### config.mk
export PLATFORM = sky130hd
export DESIGN_NAME = boot_area_select
export DESIGN_NICKNAME = d
export VERILOG_FILES = /design/src/rtl/boot_sel_pkg.sv /design/src/rtl/boot_pin_capture.sv /design/src/rtl/boot_empty_flag.sv /design/src/rtl/boot_latch_timer.sv /design/src/rtl/boot_area_select.sv
export SDC_FILE = /design/constraint.sdc
export NUM_CORES = 1
export LEC_CHECK = 0
export ABC_AREA = 0
export BUFFER_PORTS_ARGS = -buffer_cell sky130_fd_sc_hd__buf_2
export CORE_UTILIZATION = 30
export CTS_CLUSTER_DIAMETER = 100
export CTS_CLUSTER_SIZE = 24
export DETAILED_ROUTE_END_ITERATION = 10
export PLACE_DENSITY = 0.84
export SYNTH_ARGS = -nofsm -noshare
export SYNTH_HDL_FRONTEND = slang
export SYNTH_SLANG_ARGS = --single-unit
### constraint.sdc
create_clock -name clk -period 2.7 [get_ports clk]
set_input_delay 0.27 -clock clk [delete_from_list [all_inputs] [get_ports clk]]
set_output_delay 0.27 -clock clk [all_outputs]
set_load 0.01 [all_outputs]
### src/rtl/boot_sel_pkg.sv
package boot_sel_pkg;

  typedef enum logic [1:0] {
    AREA_FLASH  = 2'b00,
    AREA_SYSMEM = 2'b01,
    AREA_SRAM   = 2'b11
  } area_t;

  // Boot area decode: lock override, pin/option boot bit, blank fallback.
  function automatic area_t decode_area(
    input logic lock,
    input logic nboot_sel,
    input logic nboot0,
    input logic nboot1,
    input logic pin_bit,
    input logic empty
  );
    logic boot_bit;
    area_t area;
    if (lock) begin
      area = AREA_FLASH;
    end else begin
      boot_bit = nboot_sel ? ~nboot0 : pin_bit;
      if (!boot_bit) area = empty ? AREA_SYSMEM : AREA_FLASH;
      else           area = nboot1 ? AREA_SYSMEM : AREA_SRAM;
    end
    return area;
  endfunction

endpackage

### src/rtl/boot_pin_capture.sv
module boot_pin_capture (
  input  logic clk,
  input  logic por_n,
  input  logic ext_rst_n,
  input  logic boot0_pin,
  input  logic lp_exit,
  input  logic dbg_access,
  input  logic nboot_sel,
  output logic pin_bit,
  output logic dbg_force
);

  logic ext_prev_q;
  logic pin_q;
  logic force_q;
  logic ext_rise;

  assign ext_rise = ext_rst_n && !ext_prev_q;

  always_ff @(posedge clk or negedge por_n) begin
    if (!por_n) begin
      ext_prev_q <= 1'b0;
      pin_q      <= 1'b0;
    end else begin
      ext_prev_q <= ext_rst_n;
      if (ext_rise || lp_exit) pin_q <= boot0_pin;
    end
  end

  // Sticky override: only a power-on reset clears it.
  always_ff @(posedge clk or negedge por_n) begin
    if (!por_n) force_q <= 1'b0;
    else if (dbg_access && !nboot_sel) force_q <= 1'b1;
  end

  assign pin_bit   = pin_q && !force_q;
  assign dbg_force = force_q;

endmodule

### src/rtl/boot_empty_flag.sv
module boot_empty_flag #(
  parameter int FLASH_WORD_W = 72
) (
  input  logic                    clk,
  input  logic                    por_n,
  input  logic                    obl_valid,
  input  logic [FLASH_WORD_W-1:0] obl_word,
  input  logic                    sw_we,
  input  logic                    sw_wdata,
  output logic                    empty
);

  logic word_blank;
  logic empty_q;

  assign word_blank = &obl_word;

  always_ff @(posedge clk or negedge por_n) begin
    if (!por_n)          empty_q <= 1'b0;
    else if (obl_valid)  empty_q <= word_blank;
    else if (sw_we)      empty_q <= sw_wdata;
  end

  assign empty = empty_q;

endmodule

### src/rtl/boot_latch_timer.sv
module boot_latch_timer #(
  parameter int LATCH_EDGE = 4
) (
  input  logic clk,
  input  logic rst_n,
  input  logic restart,
  output logic fire
);

  localparam int CNT_W = $clog2(LATCH_EDGE + 1);
  localparam logic [CNT_W-1:0] LAST = CNT_W'(LATCH_EDGE - 1);
  localparam logic [CNT_W-1:0] DONE = CNT_W'(LATCH_EDGE);

  logic [CNT_W-1:0] cnt_q;

  always_ff @(posedge clk or negedge rst_n) begin
    if (!rst_n)             cnt_q <= '0;
    else if (restart)       cnt_q <= '0;
    else if (cnt_q != DONE) cnt_q <= cnt_q + 1'b1;
  end

  // The edge that moves the count from LAST to DONE is the latch edge.
  assign fire = (cnt_q == LAST) && !restart;

endmodule

### src/rtl/boot_area_select.sv
module boot_area_select
  import boot_sel_pkg::*;
#(
  parameter int LATCH_EDGE   = 4,
  parameter int FLASH_WORD_W = 72
) (
  input  logic                    clk,
  input  logic                    por_n,
  input  logic                    sys_rst_n,
  input  logic                    ext_rst_n,
  input  logic                    boot0_pin,
  input  logic                    opt_lock,
  input  logic                    opt_nboot1,
  input  logic                    opt_nboot_sel,
  input  logic                    opt_nboot0,
  input  logic                    dbg_access,
  input  logic                    lp_exit,
  input  logic                    obl_valid,
  input  logic [FLASH_WORD_W-1:0] obl_word,
  input  logic                    sw_empty_we,
  input  logic                    sw_empty_wdata,
  output logic [1:0]              boot_area,
  output logic                    boot_valid,
  output logic                    empty_flag
);

  logic  pin_bit;
  logic  dbg_force;
  logic  fire;
  area_t next_area;
  area_t area_q;
  logic  valid_q;

  boot_pin_capture u_pin (
    .clk        (clk),
    .por_n      (por_n),
    .ext_rst_n  (ext_rst_n),
    .boot0_pin  (boot0_pin),
    .lp_exit    (lp_exit),
    .dbg_access (dbg_access),
    .nboot_sel  (opt_nboot_sel),
    .pin_bit    (pin_bit),
    .dbg_force  (dbg_force)
  );

  boot_empty_flag #(.FLASH_WORD_W(FLASH_WORD_W)) u_empty (
    .clk       (clk),
    .por_n     (por_n),
    .obl_valid (obl_valid),
    .obl_word  (obl_word),
    .sw_we     (sw_empty_we),
    .sw_wdata  (sw_empty_wdata),
    .empty     (empty_flag)
  );

  boot_latch_timer #(.LATCH_EDGE(LATCH_EDGE)) u_timer (
    .clk     (clk),
    .rst_n   (sys_rst_n),
    .restart (lp_exit),
    .fire    (fire)
  );

  always_comb begin
    next_area = decode_area(opt_lock, opt_nboot_sel, opt_nboot0,
                            opt_nboot1, pin_bit, empty_flag);
  end

  always_ff @(posedge clk or negedge sys_rst_n) begin
    if (!sys_rst_n) begin
      area_q  <= AREA_FLASH;
      valid_q <= 1'b0;
    end else begin
      valid_q <= fire;
      if (fire) area_q <= next_area;
    end
  end

  assign boot_area  = area_q;
  assign boot_valid = valid_q;

endmodule

# Word-level counts from Yosys, hierarchy flattened
# Index checks and enable logic that the tools add are counted.
# totals
reg_bits	10
output_inout_bits	4
# op_classes
addsub	1
eq_ne	2
muxes	9
bitwise	1
n_reduce_logical	12
# ops
op	n
AND reduction 72 bit	1
2-to-1 mux 2 bit	3
2-to-1 mux 3 bit	2
logical AND 1 bit	4
zero test 1 bit	4
2-to-1 mux 1 bit	4
nonzero test 2 bit	2
adder 3 x 1 -> 3 bit, second input constant	1
equality test 3 x 2 -> 1 bit, second input constant	1
!= test 3 bit, second input constant	1
logical OR 1 bit	1
NOT 1 bit	1

# Depth between registers and ports, before layout
# logic_depth
depth_word	5
depth_mapped	5
mapped_depth_nobuf	5

# Modules after synthesis
# A second synthesis with hierarchy kept.
# unflattened
cells_unflattened	68
hier_area_um2	611.8
# modules_own_cells
module	n_inst	cells_per_inst	area_each_um2	seq_area_each_um2
boot_empty_flag	1	28	193.9	25.0
boot_latch_timer	1	18	180.2	75.1
boot_area_select	1	13	125.1	75.1
boot_pin_capture	1	9	112.6	75.1

# Worst setup path after synthesis
# Ideal clock, no wire load.
# synth_timing
path_type	flip-flop to flip-flop
start	reg u_timer.cnt_q[0]
end	reg area_q[1], in the netlist boot_area[1]
setup_time_ns	0.110
t_arrival_ns	1.012
required_ns	2.590
slack_ns	1.578
path_stages_with_launch	5
n_path_buf	0
cell_sequence	dfrtp_1 > ha_1 > ha_1 > nand2b_1 > o41ai_1
# synth_via
elab_chain_cells	2
# synth_lines
element	line_no	rtl
from (decl)	boot_latch_timer.sv:14	logic [CNT_W-1:0] cnt_q;
from (signal assigned)	boot_latch_timer.sv:19	else if (cnt_q != DONE) cnt_q <= cnt_q + 1'b1;
equality test 3 x 2 -> 1 bit	boot_latch_timer.sv:23	assign fire = (cnt_q == LAST) && !restart;
logical AND 1 bit	boot_latch_timer.sv:23	
to (signal assigned)	boot_area_select.sv:74	if (fire) area_q <= next_area;
to (decl)	boot_area_select.sv:31	area_t area_q;
# No other way between the ends.
# A chain may end at the register's enable or synchronous reset.

# Worst setup path in the final report
# Same ends and word-level chain as after synthesis.

==> results.py <==
metrics = {
    "placement": {
        "dpl_cell_area_sq_um": 1070,
        "port_buffers": 89,
        "gp_congestion": 0.727,
        "dp_cells": 179,
        "place_hpwl_microns": 1930,
    },
    "floorplanning": {
        "num_rows": 15,
        "start_util_pct": 33.1,
        "core_sq_um": 1780,
        "fp.dieW_microns": 46.4,
        "fp.dieH_microns": 46.4,
        "die_area_sq_um": 2150,
        "ioPinCount": 90,
    },
    "finish": {
        "fin_cells": 185,
        "final_core_util_pct": 63.0,
        "multi_input_area_sq_um": 314,
        "layout-drive-gt1-share_pct": 58.8,
        "area_growth_syn_to_layout_pct": 90.3,
        "finalInstanceArea_sq_um": 1120,
        "fin_nets": 250,
        "diodes": 0,
        "fill_cells": 174,
        "ff_latch_area_sq_um": 250,
    },
    "routing": {
        "num_vias": 884,
        "viasPerCell": 4.78,
        "ant_nets": 0,
        "drt-pass1-iter-count": 4,
        "wirelength_microns": 2130,
        "drt_iter0_drc": 18,
        "wl_per_cell_microns": 11.5,
        "drc": 0,
    },
    "global_route": {
        "grt_pass1_vias": 896,
        "grt_pass1_wl_microns": 3370,
        "grt_usage_pct": 21.8,
        "antenna_found_initial": 0,
        "overflow": 0,
        "grt_start_max_net_pins": 7,
    },
    "pwr": {
        "p_sw_share_pct": 29.1,
        "p_sw_uw": 147,
        "p_per_area_nw_per_um2": 449,
        "sequentialPowerShare_pct": 40.6,
        "pwr-share-comb_pct": 33.3,
        "leakage_uw": 0.000617,
        "clkPwrFrac_pct": 26.1,
        "internal_power_uw": 357,
        "ir_drop_uv": 241,
    },
    "sta": {
        "min_period_over_period_pct": 44.5,
        "tightest_slew_ns": 0.275,
        "finalHoldViolCount": 0,
        "finalSetupViolCount": 0,
        "slew_headroom_pct": 81.5,
        "fin_skew_ns": 0.0122,
        "slew_violations": 0,
        "max_freq_ghz": 0.833,
        "setup_tns_ns": 0,
        "rsz0062_at_grt": "no",
        "post-route-min-period_ns": 1.20,
    },
    "synthesis": {
        "synth_cell_types": 21,
        "synth_area_leaders": "dfrtp_1 42%, nand4_1 19%, ha_1 6.4%",
        "synth-compound-area-share_pct": 8.47,
        "syn_avg_cell_area_sq_um": 9.09,
        "yosysTopAreaCell": "dfrtp_1",
        "yosysWarnings": 0,
        "ys_seq_area_share_pct": 42.4,
        "yosysTopAreaCellShare_pct": 42.4,
        "synth-simple-area-share_pct": 33.3,
        "synth_top_family_by_area": "simple AND/OR/NAND/NOR gates",
        "postSynthCellCount": 65,
        "synth-adder-area-share_pct": 6.36,
        "post_synth_instance_area_sq_um": 591,
        "synth-xor-area-share_pct": 1.48,
        "ys_ff_latch": 10,
        "syn_nets": 154,
        "synth.area.mux_share_pct": 3.60,
    },
    "clock_tree": {
        "post_cts_resized": 0,
        "tritoncts": "done",
        "clockBufferDepth": 2,
        "ctsRootBufferMaster": "clkbuf_4",
        "htreeDepth": 1,
        "clock_latency_ns": 0.26,
        "numCtsBuffers": 3,
        "cts_sinks": 10,
        "path_clk_slew_ns": 0.07,
    },
    "worst_setup_path": {
        "cp_cell_sequence": "ha_1 -> ha_1 -> nand2b_1 -> o41ai_1",
        "crit_required_ns": 2.85,
        "cp-start-kind": "flop",
        "worstPathArrival_ns": 1.35,
        "crit_top_cell": "ha_1",
        "path_max_fanout": 5,
        "worst-path-buf-inv": 0,
        "max_stage_delay_ns": 0.39,
        "crit_family": "flip-flops",
        "cp-end-kind": "flop",
        "crit_type": "reg2reg",
        "critPathSlowestCell": "dfrtp_1",
    },
    "run": {
        "drv_cap": 0,
    },
    "hold_path": {
        "hold_path_class": "in2reg",
    },
    "status": {
        "status": "finished clean",
    },
}
## worst paths after layout
kind	startpoint	endpoint	slack, ns	cells past startpoint
setup / recovery	u_timer.cnt_q[0]	boot_area[1]	1.50	4
hold / removal	ext_rst_n	u_pin.ext_prev_q	0.12	1
max in group asynchronous	sys_rst_n	u_timer.cnt_q[0]	2.19	2
hold reg to reg	boot_area[1]	boot_area[1]	0.47	2
setup reg to reg	u_timer.cnt_q[0]	boot_area[1]	1.50	4
min in group asynchronous	por_n	u_pin.ext_prev_q	0.34	2
## power by group through the flow
stage	combinational, uW	sequential, uW	clock (uW)
2_1_floorplan	73.9	208	0
3_3_place_gp	161	204	0
3_5_place_dp	168	208	0
4_1_cts	171	205	136
5_1_grt	194	209	144
6_report	168	204	132
## per-layer routing
metal	GRT usage, %	wire, microns	vias up
met5	0	0	-
met4	9.41	12	0
met3	5.88	174	2
met2	42.8	1200	48
met1	20.4	739	390
li1	-	-	444
## cell families after synthesis
| kind of cell | after synthesis |
|---|---|
| xor+xnor | 1 |
| fa+ha+maj | 3 |
| mux | 2 |
| compound gates | 8 |
| flops | 10 |
| simple gates | 34 |
| buf+inv | 7 |
## cell usage in the layout (no fill, tap or decap), types with 2 or more instances in the layout
cell,n
nand3_1,2
clkbuf_4,3
nand2_1,5
a21oi_1,4
nor4_1,3
ha_1,3
buf_2,89
dfrtp_1,10
inv_1,7
dlygate4sd3_1,2
nand4_1,18
## sequential cells by signal (all words and copies together), names as in the netlist
name              flops
boot_area             2
u_pin.pin_q           1
boot_valid            1
u_empty.empty         1
u_timer.cnt_q         3
u_pin.ext_prev_q      1
u_pin.dbg_force       1
## metrics by stage
| stage | hold WS, ns | total power [uW] | setup WS, ns |
|---|---|---|---|
| 6_report | 0.122 | 504 | 1.50 |
| 5_1_grt | 0.116 | 547 | 1.38 |
| 4_1_cts | 0.114 | 513 | 1.48 |
| 3_5_place_dp | 0.0806 | 376 | 1.50 |
| 3_3_place_gp | 0.0775 | 366 | 1.55 |
| 2_1_floorplan | -0.0256 | 282 | 1.58 |
## layout make-up
type / instances / area share (%)
clock buffer: 4 / 3.23
inverter: 7 / 2.34
multi-input combinational: 48 / 28.0
sequential: 10 / 22.3
tap: 25 / 2.78
timing repair buffer: 91 / 41.4
## cells in the mapped netlist
library cell and number:
a21o_1 1, xnor2_1 1, nand4_1 18, nor2_1 1, nor2b_1 1, nand3_1 2
nor3_1 1, dfrtp_1 10, mux2i_1 1, mux2_2 1, a21oi_1 4, ha_1 3
inv_1 7, nand2_1 5, nor4_1 3, o31ai_1 1, o22ai_1 1, nor3b_1 1
nand2b_1 1, o41ai_1 1, or4_1 1
## what timing repair did
| action | 4_1_cts | 5_1_grt |
|---|---|---|
| hold endpoints to repair | 10 | 0 |
| buffers inserted | 0 | 0 |
| hold buffers | 2 | 0 |
No activity file was read; power rests on OpenSTA's default activity.
